[config.mk]
export PLATFORM = sky130hd
export DESIGN_NAME = spi_regtarget
export DESIGN_NICKNAME = d
export VERILOG_FILES = /design/src/rtl/spi_regtarget_pkg.sv /design/src/rtl/spi_regtarget_sync.sv /design/src/rtl/spi_regtarget_shift.sv /design/src/rtl/spi_regtarget_ctrl.sv /design/src/rtl/spi_regtarget.sv
export SDC_FILE = /design/constraint.sdc
export NUM_CORES = 1
export LEC_CHECK = 0
export BUFFER_PORTS_ARGS = -buffer_cell sky130_fd_sc_hd__clkbuf_2
export CORE_MARGIN = 3
export CORE_UTILIZATION = 64
export DETAILED_ROUTE_END_ITERATION = 8
export PLACE_DENSITY = 0.83
export SLEW_MARGIN = 5
export SYNTH_ARGS = -nofsm -noshare
export SYNTH_HDL_FRONTEND = slang
export SYNTH_SLANG_ARGS = --single-unit
export TNS_END_PERCENT = 5
[constraint.sdc]
create_clock -name clk -period 10.6 [get_ports clk]
set_clock_uncertainty 0.15 [all_clocks]
set_input_delay 1.06 -clock clk [delete_from_list [all_inputs] [get_ports clk]]
set_output_delay 1.06 -clock clk [all_outputs]
set_load 0.01 [all_outputs]
[src/rtl/spi_regtarget_pkg.sv]
`timescale 1ns/1ps
package spi_regtarget_pkg;
  localparam int BYTE_W = 8;
  localparam logic [BYTE_W-1:0] WAIT_CODE = 8'h00;
  localparam logic [BYTE_W-1:0] GO_CODE   = 8'h01;

  typedef enum logic [2:0] {
    ST_HDR,
    ST_WAIT,
    ST_FLAG,
    ST_DATA,
    ST_DONE
  } xfer_state_t;
endpackage

[src/rtl/spi_regtarget_sync.sv]
`timescale 1ns/1ps
module spi_regtarget_sync #(
  parameter int WIDTH = 4,
  parameter int STAGES = 2,
  parameter logic [WIDTH-1:0] RST_VAL = '0
) (
  input  logic             clk,
  input  logic             rst_n,
  input  logic [WIDTH-1:0] din,
  output logic [WIDTH-1:0] dout
);
  logic [WIDTH-1:0] chain_q [STAGES];

  for (genvar g = 0; g < STAGES; g++) begin : g_stage
    if (g == 0) begin : g_first
      always_ff @(posedge clk or negedge rst_n) begin
        if (!rst_n) chain_q[g] <= RST_VAL;
        else        chain_q[g] <= din;
      end
    end else begin : g_next
      always_ff @(posedge clk or negedge rst_n) begin
        if (!rst_n) chain_q[g] <= RST_VAL;
        else        chain_q[g] <= chain_q[g-1];
      end
    end
  end

  assign dout = chain_q[STAGES-1];
endmodule

[src/rtl/spi_regtarget_shift.sv]
`timescale 1ns/1ps
module spi_regtarget_shift
  import spi_regtarget_pkg::*;
(
  input  logic              clk,
  input  logic              rst_n,
  input  logic              cs_act,
  input  logic              sclk_rise,
  input  logic              sclk_fall,
  input  logic              mosi,
  input  logic [BYTE_W-1:0] tx_next,
  output logic              miso,
  output logic              byte_done,
  output logic [BYTE_W-1:0] rx_byte
);
  localparam int BIT_W = $clog2(BYTE_W);

  logic [BYTE_W-1:0] rx_q, rx_d, tx_q, tx_d, rxb_q, rxb_d;
  logic [BIT_W-1:0]  bit_q, bit_d;
  logic              done_q, done_d;

  always_comb begin
    rx_d   = rx_q;
    tx_d   = tx_q;
    rxb_d  = rxb_q;
    bit_d  = bit_q;
    done_d = 1'b0;
    if (!cs_act) begin
      bit_d = '0;
      tx_d  = '0;
    end else if (sclk_rise) begin
      rx_d  = {rx_q[BYTE_W-2:0], mosi};
      bit_d = bit_q + 1'b1;
      if (bit_q == BIT_W'(BYTE_W-1)) begin
        done_d = 1'b1;
        rxb_d  = {rx_q[BYTE_W-2:0], mosi};
      end
    end else if (sclk_fall) begin
      // at a byte boundary the next byte is loaded, otherwise shift
      tx_d = (bit_q == '0) ? tx_next : {tx_q[BYTE_W-2:0], 1'b0};
    end
  end

  always_ff @(posedge clk or negedge rst_n) begin
    if (!rst_n) begin
      rx_q   <= '0;
      tx_q   <= '0;
      rxb_q  <= '0;
      bit_q  <= '0;
      done_q <= 1'b0;
    end else begin
      rx_q   <= rx_d;
      tx_q   <= tx_d;
      rxb_q  <= rxb_d;
      bit_q  <= bit_d;
      done_q <= done_d;
    end
  end

  assign miso      = tx_q[BYTE_W-1];
  assign byte_done = done_q;
  assign rx_byte   = rxb_q;

  assert_byte_after_rise_R5: assert property (@(posedge clk) disable iff (!rst_n)
    byte_done |-> $past(sclk_rise));
  assert_idle_miso_low_R2: assert property (@(posedge clk) disable iff (!rst_n)
    $past(!cs_act) |-> !miso);
endmodule

[src/rtl/spi_regtarget_ctrl.sv]
`timescale 1ns/1ps
module spi_regtarget_ctrl
  import spi_regtarget_pkg::*;
#(
  parameter int ADDR_W = 24,
  parameter int LEN_W = 6,
  parameter int IRQ_CYCLES = 16
) (
  input  logic              clk,
  input  logic              rst_n,
  input  logic              cs_start,
  input  logic              cs_end,
  input  logic              sclk_rise,
  input  logic              byte_done,
  input  logic [BYTE_W-1:0] rx_byte,
  input  logic              rdy,
  input  logic [BYTE_W-1:0] bk_rdata,
  output logic [BYTE_W-1:0] tx_next,
  output logic              bk_req,
  output logic              bk_read,
  output logic [ADDR_W-1:0] bk_addr,
  output logic [LEN_W-1:0]  bk_len_m1,
  output logic              bk_wr_valid,
  output logic [BYTE_W-1:0] bk_wdata,
  output logic              wake_pulse,
  output logic              irq_n
);
  localparam int HDR_BYTES = 1 + ADDR_W / BYTE_W;
  localparam int HCNT_W = $clog2(HDR_BYTES);
  localparam logic [HCNT_W-1:0] HDR_LAST = HCNT_W'(HDR_BYTES - 1);
  localparam int IRQ_W = $clog2(IRQ_CYCLES + 1);

  xfer_state_t       state_q, state_d;
  logic [HCNT_W-1:0] hcnt_q, hcnt_d;
  logic              rd_q, rd_d, seen_q, seen_d;
  logic              req_q, req_d, wr_q, wr_d, wake_q, wake_d, irq_n_q;
  logic [LEN_W-1:0]  len_q, len_d, dcnt_q, dcnt_d;
  logic [ADDR_W-1:0] base_q, base_d, waddr_q, waddr_d, cur_addr;
  logic [BYTE_W-1:0] wdata_q, wdata_d;
  logic [IRQ_W-1:0]  irq_cnt_q, irq_cnt_d;

  assign cur_addr = base_q + ADDR_W'(dcnt_q);

  always_comb begin
    state_d   = state_q;
    hcnt_d    = hcnt_q;
    rd_d      = rd_q;
    len_d     = len_q;
    base_d    = base_q;
    dcnt_d    = dcnt_q;
    seen_d    = seen_q;
    waddr_d   = waddr_q;
    wdata_d   = wdata_q;
    req_d     = 1'b0;
    wr_d      = 1'b0;
    wake_d    = 1'b0;
    irq_cnt_d = (irq_cnt_q != '0) ? irq_cnt_q - 1'b1 : irq_cnt_q;
    if (cs_start) begin
      state_d = ST_HDR;
      hcnt_d  = '0;
      dcnt_d  = '0;
      seen_d  = 1'b0;
    end else if (cs_end) begin
      wake_d  = !seen_q;
      if (state_q == ST_DONE) irq_cnt_d = IRQ_W'(IRQ_CYCLES);
      state_d = ST_HDR;
    end else begin
      if (sclk_rise) seen_d = 1'b1;
      if (byte_done) begin
        unique case (state_q)
          ST_HDR: begin
            if (hcnt_q == '0) begin
              rd_d  = rx_byte[BYTE_W-1];
              len_d = rx_byte[LEN_W-1:0];
            end else begin
              base_d = {base_q[ADDR_W-BYTE_W-1:0], rx_byte};
            end
            if (hcnt_q == HDR_LAST) begin
              req_d   = 1'b1;
              state_d = rdy ? ST_FLAG : ST_WAIT;
            end else begin
              hcnt_d = hcnt_q + 1'b1;
            end
          end
          ST_WAIT: state_d = rdy ? ST_FLAG : ST_WAIT;
          ST_FLAG: begin
            state_d = ST_DATA;
            dcnt_d  = '0;
          end
          ST_DATA: begin
            if (!rd_q) begin
              wr_d    = 1'b1;
              wdata_d = rx_byte;
              waddr_d = cur_addr;
            end
            if (dcnt_q == len_q) state_d = ST_DONE;
            else                 dcnt_d  = dcnt_q + 1'b1;
          end
          default: ;
        endcase
      end
    end
  end

  always_ff @(posedge clk or negedge rst_n) begin
    if (!rst_n) begin
      state_q   <= ST_HDR;
      hcnt_q    <= '0;
      rd_q      <= 1'b0;
      len_q     <= '0;
      base_q    <= '0;
      dcnt_q    <= '0;
      seen_q    <= 1'b0;
      waddr_q   <= '0;
      wdata_q   <= '0;
      req_q     <= 1'b0;
      wr_q      <= 1'b0;
      wake_q    <= 1'b0;
      irq_cnt_q <= '0;
      irq_n_q   <= 1'b1;
    end else begin
      state_q   <= state_d;
      hcnt_q    <= hcnt_d;
      rd_q      <= rd_d;
      len_q     <= len_d;
      base_q    <= base_d;
      dcnt_q    <= dcnt_d;
      seen_q    <= seen_d;
      waddr_q   <= waddr_d;
      wdata_q   <= wdata_d;
      req_q     <= req_d;
      wr_q      <= wr_d;
      wake_q    <= wake_d;
      irq_cnt_q <= irq_cnt_d;
      irq_n_q   <= (irq_cnt_d == '0);
    end
  end

  always_comb begin
    unique case (state_q)
      ST_FLAG: tx_next = GO_CODE;
      ST_DATA: tx_next = rd_q ? bk_rdata : WAIT_CODE;
      default: tx_next = WAIT_CODE;
    endcase
  end

  assign bk_req      = req_q;
  assign bk_read     = rd_q;
  assign bk_len_m1   = len_q;
  assign bk_addr     = wr_q ? waddr_q : cur_addr;
  assign bk_wr_valid = wr_q;
  assign bk_wdata    = wdata_q;
  assign wake_pulse  = wake_q;
  assign irq_n       = irq_n_q;

  assert_flag_needs_ready_R4: assert property (@(posedge clk) disable iff (!rst_n)
    (state_q == ST_FLAG && $past(state_q) != ST_FLAG) |-> $past(rdy));
  assert_wr_only_in_data_R6: assert property (@(posedge clk) disable iff (!rst_n)
    wr_q |-> ($past(state_q) == ST_DATA && !rd_q));
  assert_req_single_R1: assert property (@(posedge clk) disable iff (!rst_n)
    req_q |=> !req_q);
  assert_wake_no_irq_R10: assert property (@(posedge clk) disable iff (!rst_n)
    wake_q |-> !$fell(irq_n_q));
  if (IRQ_CYCLES > 1) begin : g_irq_chk
    assert_irq_hold_R8: assert property (@(posedge clk) disable iff (!rst_n)
      $fell(irq_n_q) |=> !irq_n_q);
  end
endmodule

[src/rtl/spi_regtarget.sv]
`timescale 1ns/1ps
module spi_regtarget
  import spi_regtarget_pkg::*;
#(
  parameter int ADDR_W = 24,
  parameter int LEN_W = 6,
  parameter int IRQ_CYCLES = 16,
  parameter int SYNC_STAGES = 2
) (
  input  logic              clk,
  input  logic              rst_n,
  input  logic              spi_sclk,
  input  logic              spi_cs_n,
  input  logic              spi_mosi,
  output logic              spi_miso,
  input  logic              bk_ready,
  input  logic [BYTE_W-1:0] bk_rdata,
  output logic              bk_req,
  output logic              bk_read,
  output logic [ADDR_W-1:0] bk_addr,
  output logic [LEN_W-1:0]  bk_len_m1,
  output logic              bk_wr_valid,
  output logic [BYTE_W-1:0] bk_wdata,
  output logic              wake_pulse,
  output logic              irq_n
);
  logic [1:0] rst_pipe_q;
  logic       rst_int_n;

  always_ff @(posedge clk or negedge rst_n) begin
    if (!rst_n) rst_pipe_q <= 2'b00;
    else        rst_pipe_q <= {rst_pipe_q[0], 1'b1};
  end
  assign rst_int_n = rst_pipe_q[1];

  // bit order: {ready, mosi, cs_n, sclk}; cs_n idles high
  logic [3:0] pins_s;
  spi_regtarget_sync #(.WIDTH(4), .STAGES(SYNC_STAGES), .RST_VAL(4'b0010)) u_sync (
    .clk  (clk),
    .rst_n(rst_int_n),
    .din  ({bk_ready, spi_mosi, spi_cs_n, spi_sclk}),
    .dout (pins_s)
  );

  logic sclk_prev_q, cs_act_prev_q, cs_act;
  logic sclk_rise, sclk_fall, cs_start, cs_end;

  always_ff @(posedge clk or negedge rst_int_n) begin
    if (!rst_int_n) begin
      sclk_prev_q   <= 1'b0;
      cs_act_prev_q <= 1'b0;
    end else begin
      sclk_prev_q   <= pins_s[0];
      cs_act_prev_q <= cs_act;
    end
  end

  assign cs_act    = !pins_s[1];
  assign sclk_rise = cs_act &&  pins_s[0] && !sclk_prev_q;
  assign sclk_fall = cs_act && !pins_s[0] &&  sclk_prev_q;
  assign cs_start  = cs_act && !cs_act_prev_q;
  assign cs_end    = !cs_act && cs_act_prev_q;

  logic              byte_done;
  logic [BYTE_W-1:0] rx_byte, tx_next;

  spi_regtarget_shift u_shift (
    .clk      (clk),
    .rst_n    (rst_int_n),
    .cs_act   (cs_act),
    .sclk_rise(sclk_rise),
    .sclk_fall(sclk_fall),
    .mosi     (pins_s[2]),
    .tx_next  (tx_next),
    .miso     (spi_miso),
    .byte_done(byte_done),
    .rx_byte  (rx_byte)
  );

  spi_regtarget_ctrl #(.ADDR_W(ADDR_W), .LEN_W(LEN_W), .IRQ_CYCLES(IRQ_CYCLES)) u_ctrl (
    .clk        (clk),
    .rst_n      (rst_int_n),
    .cs_start   (cs_start),
    .cs_end     (cs_end),
    .sclk_rise  (sclk_rise),
    .byte_done  (byte_done),
    .rx_byte    (rx_byte),
    .rdy        (pins_s[3]),
    .bk_rdata   (bk_rdata),
    .tx_next    (tx_next),
    .bk_req     (bk_req),
    .bk_read    (bk_read),
    .bk_addr    (bk_addr),
    .bk_len_m1  (bk_len_m1),
    .bk_wr_valid(bk_wr_valid),
    .bk_wdata   (bk_wdata),
    .wake_pulse (wake_pulse),
    .irq_n      (irq_n)
  );

  assert_no_req_while_idle_R10: assert property (@(posedge clk) disable iff (!rst_int_n)
    bk_req |-> $past(cs_act));
endmodule

==> summary.txt, run 1 <==
STA
  – Min Tclk post-route: 4380 ps
  – Final setup viols: 0
  – Max-slew headroom: 0.324
  – Tcrit/Tclk final: 0.413
  – RSZ-0062 raised after global routing: false
  – Final TNS setup: 0 ps
  – Fmax achieved: 228 MHz
  – Slew of the pin with the lowest slew margin: 1010 ps
  – Final setup margin: 6220 ps
  – Final count of hold timing violations: 0
  – Fin. max-slew vios: 0

Global route
  – Overflow after GRT: 0
  – Total track usage: 0.270
  – Initial antenna violation count: 0
  – Pin count of the biggest net entering global routing: 64
  – Number of global-route vias before repair: 4302
  – First-pass GRT wire length: 21600 µm

Setup path
  – Critical-path maximum fanout: 8
  – Worst r2r dst: u_ctrl.waddr_q[9]$_DFFE_PN0P_
  – CP Class: flip-flop to output port
  – Slowest CP cell: dfrtp_1
  – Crit path required time: 9390 ps
  – R2R Setup Slk: 7390 ps
  – Arr. time, crit path: 3170 ps
  – Reg2reg start: u_sync.dout[1]$_DFF_PN1_
  – CP max stage delay: 460 ps
  – CP Capture Type: output port
  – WP buf/inv: 2
  – Critical path's top delay family: compound AO/OA/AOI/OAI gates
  – Depth of the most critical reg-to-reg path: 7
  – Crit start category: flip-flop
  – Worst-path cell chain: ha_1 -> inv_1 -> fa_1 -> and2b_2 -> o211ai_1 -> a21o_1 -> or3_1 -> a31oi_1 -> clkbuf_2

Synthesis
  – Synthesis Warnings: 0
  – Ys async rst share: 1.00
  – Top_reg_cell synth: dfrtp_1
  – Post-synthesis cell area: 5920 µm²
  – Synth cell types: 54
  – Syn Nets: 560
  – #FFs+latches synth: 123
  – Syn Inst Count: 530
  – Register area share after synthesis: 0.520
  – EDFF count, synth: 0
  – Avg Cell Area, Syn: 11.2 µm²

Worst hold path
  – Type of the worst min-delay path: input port to async pin

Cells and area
  – Seq. cell area: 3090 µm²
  – Share of cells above drive strength 1: 0.289
  – Layout filler cell count: 532
  – Final nets: 623
  – Utilization after layout: 0.781
  – Multi-input logic area: 2670 µm²
  – Area grow syn2layout: 16.7%
  – Antenna cells: 0

Clock tree
  – CTS root buf: clkbuf_8
  – CTS tree: yes
  – Postcts setup bufs: 0
  – Cts repair resizes: 0
  – Skew-Pair Late Insertion Delay: 520 ps
  – CTS Hold Bufs: 0
  – Clock-pin slew on the worst setup and hold paths: 60 ps
  – CTS max path bufs: 2
  – H-tree depth: 4
  – TritonCTS buffer count: 17
  – Clk sinks: 123

Outcome
  – Outcome: complete, no violations

Detailed routing
  – WL met2: 6720 µm
  – Initial drt markers: 272
  – Routed len/inst: 18.4 µm
  – Metal3 WL: 672 µm
  – Vias: 4359
  – First-pass iteration count of the detailed router: 5
  – Top routing layer used: met4
  – # DRC: 0
  – Met1 Wirelength: 5470 µm
  – Drt total wl: 13100 µm
  – Vias per cell: 6.11
  – Antenna-violating nets left: 0

Placement
  – Placer congestion estimate: 0.895
  – Pre-CTS setup slack: 6870 ps
  – Dpl hpwl: 8320 µm
  – Port bufs: 57

Job
  – Max Cap Viol: 0

Pwr
  – VDD IR max: 0.168 mV
  – Pwr dens: 179 nW/µm²
  – Leak Pwr: 3.37 nW

Floorplan
  – Row count: 34
  – Die Span X: 102 µm
  – Die height: 102 µm
  – Initial Util: 0.669
  – Core ar.: 8850 µm²
  – I/O pin count: 58
  – Die ar.: 10400 µm²
==> synth_stat cells, drive strengths merged, types with 3 or more instances <==
cell type / count / area, µm²
mux2: 72 / 811
xnor2: 21 / 184
nor3: 9 / 45.0
or3: 8 / 50.1
and2: 6 / 37.5
nor2: 21 / 81.3
dfrtp: 120 / 3000
a21o: 5 / 37.5
buf: 11 / 66.3
o21ai: 42 / 210
ha: 15 / 188
xor2: 6 / 52.6
dfstp: 3 / 78.8
a31oi: 5 / 31.3
o211ai: 4 / 30.0
inv: 21 / 78.8
nand2: 67 / 251
mux2i: 5 / 50.1
nand2b: 7 / 43.8
a22oi: 7 / 52.6
nand4: 7 / 43.8
a21oi: 10 / 50.1
nor2b: 3 / 18.8
o2111ai: 5 / 43.8
and3: 7 / 43.8
a211oi: 8 / 65.1
nand3: 5 / 25.0
clkbuf: 6 / 23.8
==> worst max path at each step <==
stage                                 startpoint                      end  slack (ps)  cells after the start
global placement    u_ctrl.dcnt_q[0]$_DFFE_PN0P_              bk_addr[18]        6920                      9
detailed placement  u_ctrl.dcnt_q[0]$_DFFE_PN0P_              bk_addr[16]        6870                      9
floorplan                rst_pipe_q[1]$_DFF_PN0_  cs_act_prev_q$_DFF_PN0_        6770                      0
CTS                 u_ctrl.dcnt_q[0]$_DFFE_PN0P_              bk_addr[16]        6270                      9
global route        u_ctrl.dcnt_q[0]$_DFFE_PN0P_              bk_addr[18]        6060                      9
finish              u_ctrl.dcnt_q[0]$_DFFE_PN0P_              bk_addr[16]        6220                      9
==> registers in the layout (all words and copies together) (netlist names), 2 cells and up <==
name	cells
u_ctrl.base_q	24
u_shift.tx_q	8
u_ctrl.irq_cnt_q	5
u_ctrl.waddr_q	24
u_ctrl.bk_wdata	8
u_ctrl.bk_len_m1	6
u_shift.rx_q	7
u_ctrl.hcnt_q	2
rst_pipe_q	2
u_ctrl.dcnt_q	6
u_sync.dout	4
u_sync.chain_q	4
u_shift.rx_byte	8
u_shift.bit_q	3
u_ctrl.state_q	3
==> report_power, final <==
group	internal, mW	switching (mW)	total [mW]	leakage, nW
logic	0.0436	0.0519	0.0956	1.41
registers	0.501	0.0329	0.534	1.66
clock network	0.400	0.208	0.608	0.304
==> cells by family after synthesis <==
group	synth area share
simple gates	0.128
flops	0.520
compound gates	0.102
mux	0.145
buf+inv	0.0285
xor+xnor	0.0399
fa+ha+maj	0.0351
other cells	0.000633
==> layer usage <==
metal	global-route usage	up-vias
met2	0.445	147
li1	-	2011
met4	0.0858	0
met1	0.356	2170
met5	0	-
met3	0.0648	31
==> layout by cell type, fill, tap and decap left out, drive strengths merged, types with 8 or more instances in the layout <==
| cell type | n |
|---|---|
| clkbuf | 78 |
| a21oi | 10 |
| or3 | 8 |
| nand2 | 67 |
| mux2 | 72 |
| xnor2 | 21 |
| a211oi | 8 |
| o21ai | 42 |
| nor3 | 9 |
| nor2 | 21 |
| ha | 15 |
| dfrtp | 120 |
| inv | 22 |
==> cell type report <==
class	instances	area share
sequential	123	0.446
multi-input combinational	369	0.387
clock buffer	21	0.0664
timing repair buffer	61	0.0456
clock inverter	10	0.0237
tap	108	0.0196
inverter	21	0.0114
==> through the flow <==
stage / area, µm² / hold slack [ps] / power (mW) / instances
final: 6910 / 166 / 1.24 / 713
after global routing: 6910 / 148 / 1.28 / 713
after CTS: 6910 / 152 / 1.24 / 713
after detailed placement: 6290 / 186 / 0.633 / 682
after global placement: 6290 / 183 / 0.625 / 682
after floorplan: 5920 / 181 / 0.608 / 530
(Power assumes the default switching activity.)
==> run 2: changes to the inputs <==
--- a/config.mk
+++ b/config.mk
@@ -5,11 +5,12 @@
 export SDC_FILE = /design/constraint.sdc
 export NUM_CORES = 1
 export LEC_CHECK = 0
+export ABC_AREA = 1
 export BUFFER_PORTS_ARGS = -buffer_cell sky130_fd_sc_hd__clkbuf_2
 export CORE_MARGIN = 3
-export CORE_UTILIZATION = 64
+export CORE_UTILIZATION = 60
 export DETAILED_ROUTE_END_ITERATION = 8
-export PLACE_DENSITY = 0.83
+export PLACE_DENSITY = 0.78
 export SLEW_MARGIN = 5
 export SYNTH_ARGS = -nofsm -noshare
 export SYNTH_HDL_FRONTEND = slang
==> constraint.sdc (replaced) <==
create_clock -name clk -period 4.5 [get_ports clk]
set_clock_uncertainty 0.15 [all_clocks]
set_input_delay 0.45 -clock clk [delete_from_list [all_inputs] [get_ports clk]]
set_output_delay 0.45 -clock clk [all_outputs]
set_load 0.01 [all_outputs]
==> run 2 against run 1 <==
Synthesized cell count is 52% higher; power rose by 130%; critical endpoint is now bk_addr[12]; register-to-register slack got worse by 5500 ps; highest routed layer unchanged.
==> summary.txt, run 2 <==
Synthesis
  – Synth top area cells: dfrtp_1, nand2_1, o21ai_0
  – Post-synth top cells: nand2_1, dfrtp_1, inv_1, o21ai_0, nand3_1
  – Top_reg_cell synth: dfrtp_1
  – EDFF count, synth: 0
  – #FFs+latches synth: 123
  – Most common cell in the netlist: nand2_1
  – Top cell type's share of synthesized area: 0.482
  – Synth area leader: dfrtp_1
  – Synth cell types: 31
  – Syn Inst Count: 806
  – Syn Nets: 836
  – Post-synthesis cell area: 6230 µm²
  – Avg Cell Area, Syn: 7.73 µm²
  – Synthesis Warnings: 0
  – Ys async rst share: 1.00
  – Register area share after synthesis: 0.495

Detailed routing
  – Metal3 WL: 774 µm
  – Vias per cell: 5.38
  – Routed len/inst: 14.2 µm
  – Drt total wl: 14500 µm
  – Antenna-violating nets left: 0
  – First-pass iteration count of the detailed router: 7
  – # DRC: 0
  – Top routing layer used: met4
  – WL met2: 7250 µm
  – Vias: 5472
  – Initial drt markers: 372
  – Met1 Wirelength: 6150 µm

Cells and area
  – Commonest non-fill, non-tap cell in the layout: nand2_1
  – Share of cells above drive strength 1: 0.129
  – Utilization after layout: 0.729
  – Final nets: 902
  – Largest regs: u_ctrl.base_q (24), u_ctrl.waddr_q (24)
  – Fin area: 7260 µm²
  – Most frequent cells in the layout: nand2_1, dfrtp_1, inv_1, o21ai_0, nand3_1
  – Antenna cells: 0
  – Area grow syn2layout: 16.5%

Global route
  – Number of global-route vias before repair: 5301
  – Initial antenna violation count: 0
  – First-pass GRT wire length: 24800 µm
  – Overflow after GRT: 0
  – Pin count of the biggest net entering global routing: 47
  – Total track usage: 0.273

STA
  – Tcrit/Tclk final: 0.787
  – Fmax achieved: 282 MHz
  – Final setup viols: 0
  – Final count of hold timing violations: 0
  – Slew of the pin with the lowest slew margin: 826 ps
  – Min Tclk post-route: 3540 ps
  – RSZ-0062 raised after global routing: false
  – Final TNS setup: 0 ps
  – Max-slew headroom: 0.447
  – Final setup margin: 958 ps
  – Fin. max-slew vios: 0

Floorplan
  – Initial Util: 0.626
  – Row count: 36
  – Die height: 108 µm
  – Die ar.: 11600 µm²
  – I/O pin count: 58
  – Core ar.: 9950 µm²
  – Die Span X: 108 µm

Clock tree
  – CTS root buf: clkbuf_8
  – Skew-Pair Late Insertion Delay: 540 ps
  – CTS tree: yes
  – CTS max path bufs: 2
  – Clk sinks: 123
  – Clock-pin slew on the worst setup and hold paths: 60 ps
  – H-tree depth: 4
  – Postcts setup bufs: 0
  – TritonCTS buffer count: 17

Setup path
  – Slowest CP cell: dfrtp_1
  – CP Class: flip-flop to output port
  – CP most frequent cell: nand3_1
  – CP Capture Type: output port
  – Arr. time, crit path: 2940 ps
  – CP max stage delay: 450 ps
  – Critical path's top delay family: simple AND/OR/NAND/NOR gates
  – WP buf/inv: 3
  – Crit path required time: 3900 ps
  – Critical-path maximum fanout: 8
  – Crit start category: flip-flop
  – Worst-path cell chain: ha_1 -> inv_1 -> fa_1 -> inv_1 -> nand3_1 -> nand3_1 -> nand2_1 -> nand2_1 -> nand3_1 -> nand3_1 -> o21ai_0 -> clkbuf_2

Placement
  – Placer congestion estimate: 0.958
  – Port bufs: 57
  – Dpl hpwl: 10200 µm
  – Pre-CTS setup slack: 1550 ps
  – Post-DP Area: 6620 µm²

Worst hold path
  – Type of the worst min-delay path: input port to async pin

Job
  – Max Cap Viol: 0

Pwr
  – Total Power: 2.79 mW
  – Pwr dens: 385 nW/µm²
  – VDD IR max: 0.365 mV
  – Leak Pwr: 3.72 nW

Outcome
  – Outcome: complete, no violations
run 2: report_power, final:
part | internal, mW | switching [mW]
Combinational | 0.0882 | 0.164
Clock | 0.856 | 0.486
Sequential | 1.16 | 0.0365
Total | 2.11 | 0.687
run 2: area by class of cell:
cell class                 instances  area, µm²
timing repair buffer              67        373
inverter                         105        395
tap                              133        166
fill                             786       2700
multi-input combinational        558       2650
sequential                       123       3090
clock inverter                    11        143
clock buffer                      21        439
run 2: cell families after synthesis:
logic type      after synthesis  synth area share
simple gates                423             0.284
buf+inv                     125            0.0791
flops                       123             0.495
compound gates              102            0.0834
fa+ha+maj                    16            0.0333
xor+xnor                     10            0.0141
mux                           6            0.0108
other cells                   1          0.000602
run 2: path summary, 6_finish.rpt:
check | startpoint | endpoint | slack [ps] | depth (start not counted)
worst max-delay path | u_ctrl.dcnt_q[0]$_DFFE_PN0P_ | bk_addr[12] | 960 | 12
worst min-delay path | rst_n | rst_pipe_q[0]$_DFF_PN0_ | 80 | 2
worst max register to register | u_sync.dout[1]$_DFF_PN1_ | u_ctrl.bk_wdata[7]$_DFFE_PN0P_ | 1900 | 9
worst min register to register | rst_pipe_q[1]$_DFF_PN0_ | u_shift.rx_byte[3]$_DFFE_PN0P_ | 170 | 0
max in group asynchronous | rst_pipe_q[1]$_DFF_PN0_ | u_ctrl.base_q[17]$_DFFE_PN0P_ | 3050 | 1
min in group clk | bk_rdata[5] | u_shift.tx_q[5]$_DFFE_PN0P_ | 100 | 3
run 2: metrics by stage:
step | std cells | hold WS [ps]
detailed placement | 981 | 89.9
CTS | 1018 | 68.8
global placement | 981 | 85.2
finish | 1018 | 81.1
global route | 1018 | 85.2
floorplan | 806 | 4.41
run 2: what timing repair did:
action	in CTS	in global routing
hold buffers	5	0
setup endpoints to repair	0	0
endpoints found under the hold margin	6	0
resized for setup	0	0
run 2: per-layer routing:
| layer | vias to the layer above | global-route usage |
|---|---|---|
| li1 | 2696 | - |
| met1 | 2579 | 0.338 |
| met2 | 158 | 0.465 |
| met3 | 39 | 0.0636 |
| met4 | 0 | 0.106 |
| met5 | - | 0 |
==> run 3: changes to the inputs <==
--- a/config.mk
+++ b/config.mk
@@ -8,9 +8,9 @@
 export ABC_AREA = 1
 export BUFFER_PORTS_ARGS = -buffer_cell sky130_fd_sc_hd__clkbuf_2
 export CORE_MARGIN = 3
-export CORE_UTILIZATION = 60
+export CORE_UTILIZATION = 54
 export DETAILED_ROUTE_END_ITERATION = 8
-export PLACE_DENSITY = 0.78
+export PLACE_DENSITY = 0.74
 export SLEW_MARGIN = 5
 export SYNTH_ARGS = -nofsm -noshare
 export SYNTH_HDL_FRONTEND = slang
==> constraint.sdc (replaced) <==
create_clock -name clk -period 3.25 [get_ports clk]
set_clock_uncertainty 0.15 [all_clocks]
set_input_delay 0.325 -clock clk [delete_from_list [all_inputs] [get_ports clk]]
set_output_delay 0.325 -clock clk [all_outputs]
set_load 0.01 [all_outputs]
==> run 3 against run 2 <==
Global-route usage shrank 2.7 points; worst setup slack worse by 710 ps; non-clock buffer count grew 1; cell area rose by 0.71%; final cell count rose by 0.79%; utilization decreased by 6.6 points; highest routed layer unchanged.
==> summary.txt, run 3 (synthesis results as in run 2) <==
STA
  – Tcrit/Tclk final: 0.924
  – Final setup viols: 0
  – Fmax achieved: 333 MHz
  – Slew of the pin with the lowest slew margin: 779 ps
  – Final count of hold timing violations: 0
  – Fin. max-slew vios: 0
  – Final setup margin: 247 ps
  – Final TNS setup: 0 ps
  – RSZ-0062 raised after global routing: false
  – Min Tclk post-route: 3000 ps
  – Max-slew headroom: 0.480
  – Worst hold slack: 72.1 ps

Global route
  – Overflow after GRT: 0
  – First-pass GRT wire length: 25200 µm
  – Total track usage: 0.247
  – Number of global-route vias before repair: 5315
  – Pin count of the biggest net entering global routing: 86
  – Initial antenna violation count: 0

Cells and area
  – Area grow syn2layout: 17.3%
  – Commonest non-fill, non-tap cell in the layout: nand2_1
  – Layout filler cell count: 940
  – Antenna cells: 0
  – Share of cells above drive strength 1: 0.138
  – Most frequent cells in the layout: nand2_1, dfrtp_1, inv_1, o21ai_0, nand3_1
  – Largest regs: u_ctrl.base_q (24), u_ctrl.waddr_q (24)
  – Utilization after layout: 0.662
  – Final nets: 903

Setup path
  – Crit start category: flip-flop
  – WP buf/inv: 3
  – Slowest CP cell: dfrtp_2
  – Critical path's top delay family: simple AND/OR/NAND/NOR gates
  – CP max stage delay: 420 ps
  – Critical-path maximum fanout: 8
  – Critical Path Source: u_ctrl.dcnt_q[0]$_DFFE_PN0P_
  – CP most frequent cell: nand2_1
  – Arr. time, crit path: 2530 ps
  – CP Capture Type: output port
  – CP Class: flip-flop to output port
  – Crit path required time: 2770 ps
  – Worst-path cell chain: ha_2 -> inv_1 -> fa_1 -> inv_1 -> nand3_1 -> nand3_2 -> nand2_1 -> nand2_4 -> nand2_1 -> nand2_1 -> nand3_1 -> nand2_1 -> clkbuf_2
  – Reg2reg start: u_sync.dout[1]$_DFF_PN1_

Clock tree
  – TritonCTS buffer count: 17
  – CTS max path bufs: 2
  – Clk sinks: 123
  – Skew-Pair Late Insertion Delay: 410 ps
  – CTS tree: yes
  – H-tree depth: 4
  – Postcts setup bufs: 0
  – CTS root buf: clkbuf_16
  – Clock-pin slew on the worst setup and hold paths: 60 ps

Outcome
  – Outcome: complete, no violations

Detailed routing
  – Routed len/inst: 14.1 µm
  – Antenna-violating nets left: 0
  – Initial drt markers: 300
  – First-pass iteration count of the detailed router: 5
  – Vias: 5377
  – Drt total wl: 14500 µm
  – # DRC: 0
  – Vias per cell: 5.24

Floorplan
  – I/O pin count: 58
  – Die Span X: 113 µm
  – Core ar.: 11000 µm²
  – Initial Util: 0.565
  – Row count: 38
  – Die height: 113 µm
  – Die ar.: 12900 µm²

Placement
  – Dpl hpwl: 10400 µm
  – Port bufs: 57
  – Placer congestion estimate: 0.970
  – Pre-CTS setup slack: 434 ps

Job
  – Max Cap Viol: 0

Pwr
  – VDD IR max: 0.465 mV
  – Leak Pwr: 3.74 nW
  – Pwr dens: 529 nW/µm²

Worst hold path
  – Type of the worst min-delay path: input port to async pin
run 3: area by class of cell:
cell class                      count  area, µm²  share of cell area
Multi-Input combinational cell    558       2670               0.365
Timing Repair Buffer               68        393              0.0538
Tap cell                          140        175              0.0240
Clock buffer                       20        467              0.0639
Inverter                          105        395              0.0541
Sequential cell                   123       3090               0.422
Clock inverter                     12        121              0.0166
run 3: final timing paths:
path                                             endpoint  slack [ps]  cells past startpoint
min                               rst_pipe_q[1]$_DFF_PN0_          70                      2
max reg2reg                 u_ctrl.waddr_q[3]$_DFFE_PN0P_         870                      8
min reg2reg                u_ctrl.bk_wdata[7]$_DFFE_PN0P_         140                      0
max                                           bk_addr[10]         250                     13
min in group clk              u_shift.tx_q[1]$_DFFE_PN0P_          80                      3
max in group asynchronous          u_ctrl.irq_n$_DFF_PN1_        1960                      1
run 3: repair_timing:
item,4_1_cts,5_1_grt
resized for setup,1,4
endpoints found under the setup margin,4,8
hold buffers,5,0
pin swaps,0,0
endpoints found under the hold margin,6,0
run 3: worst register-to-register path, stage by stage, from the launching register on:
cell and delay (ps):
dfstp_2 570, inv_2 110, ha_1 320, inv_2 160, nand2_4 90, nor3_4 260, inv_2 320, nand2_1 180
o21ai_1 80
run 3: per-stage QoR:
stage          power (mW)  instances  area, µm²
3_3_place_gp         2.00        989       6650
4_1_cts              3.88       1026       7290
6_report             3.86       1026       7310
3_5_place_dp         2.02        989       6650
2_1_floorplan        1.93        806       6230
5_1_grt              4.02       1026       7310
run 3: power by group:
group          total [mW]  internal (mW)  switching [mW]  leakage, nW
Clock                1.86           1.18           0.684        0.287
Sequential           1.66           1.61          0.0492         1.66
Combinational       0.340          0.123           0.217         1.79
run 3: per-layer routing:
layer,GRT usage,part of all wire,up-vias
met1,0.313,0.44,2517
met2,0.415,0.50,129
met4,0.0962,0.025,0
li1,-,-,2702
met3,0.0525,0.040,29
met5,0,0,-
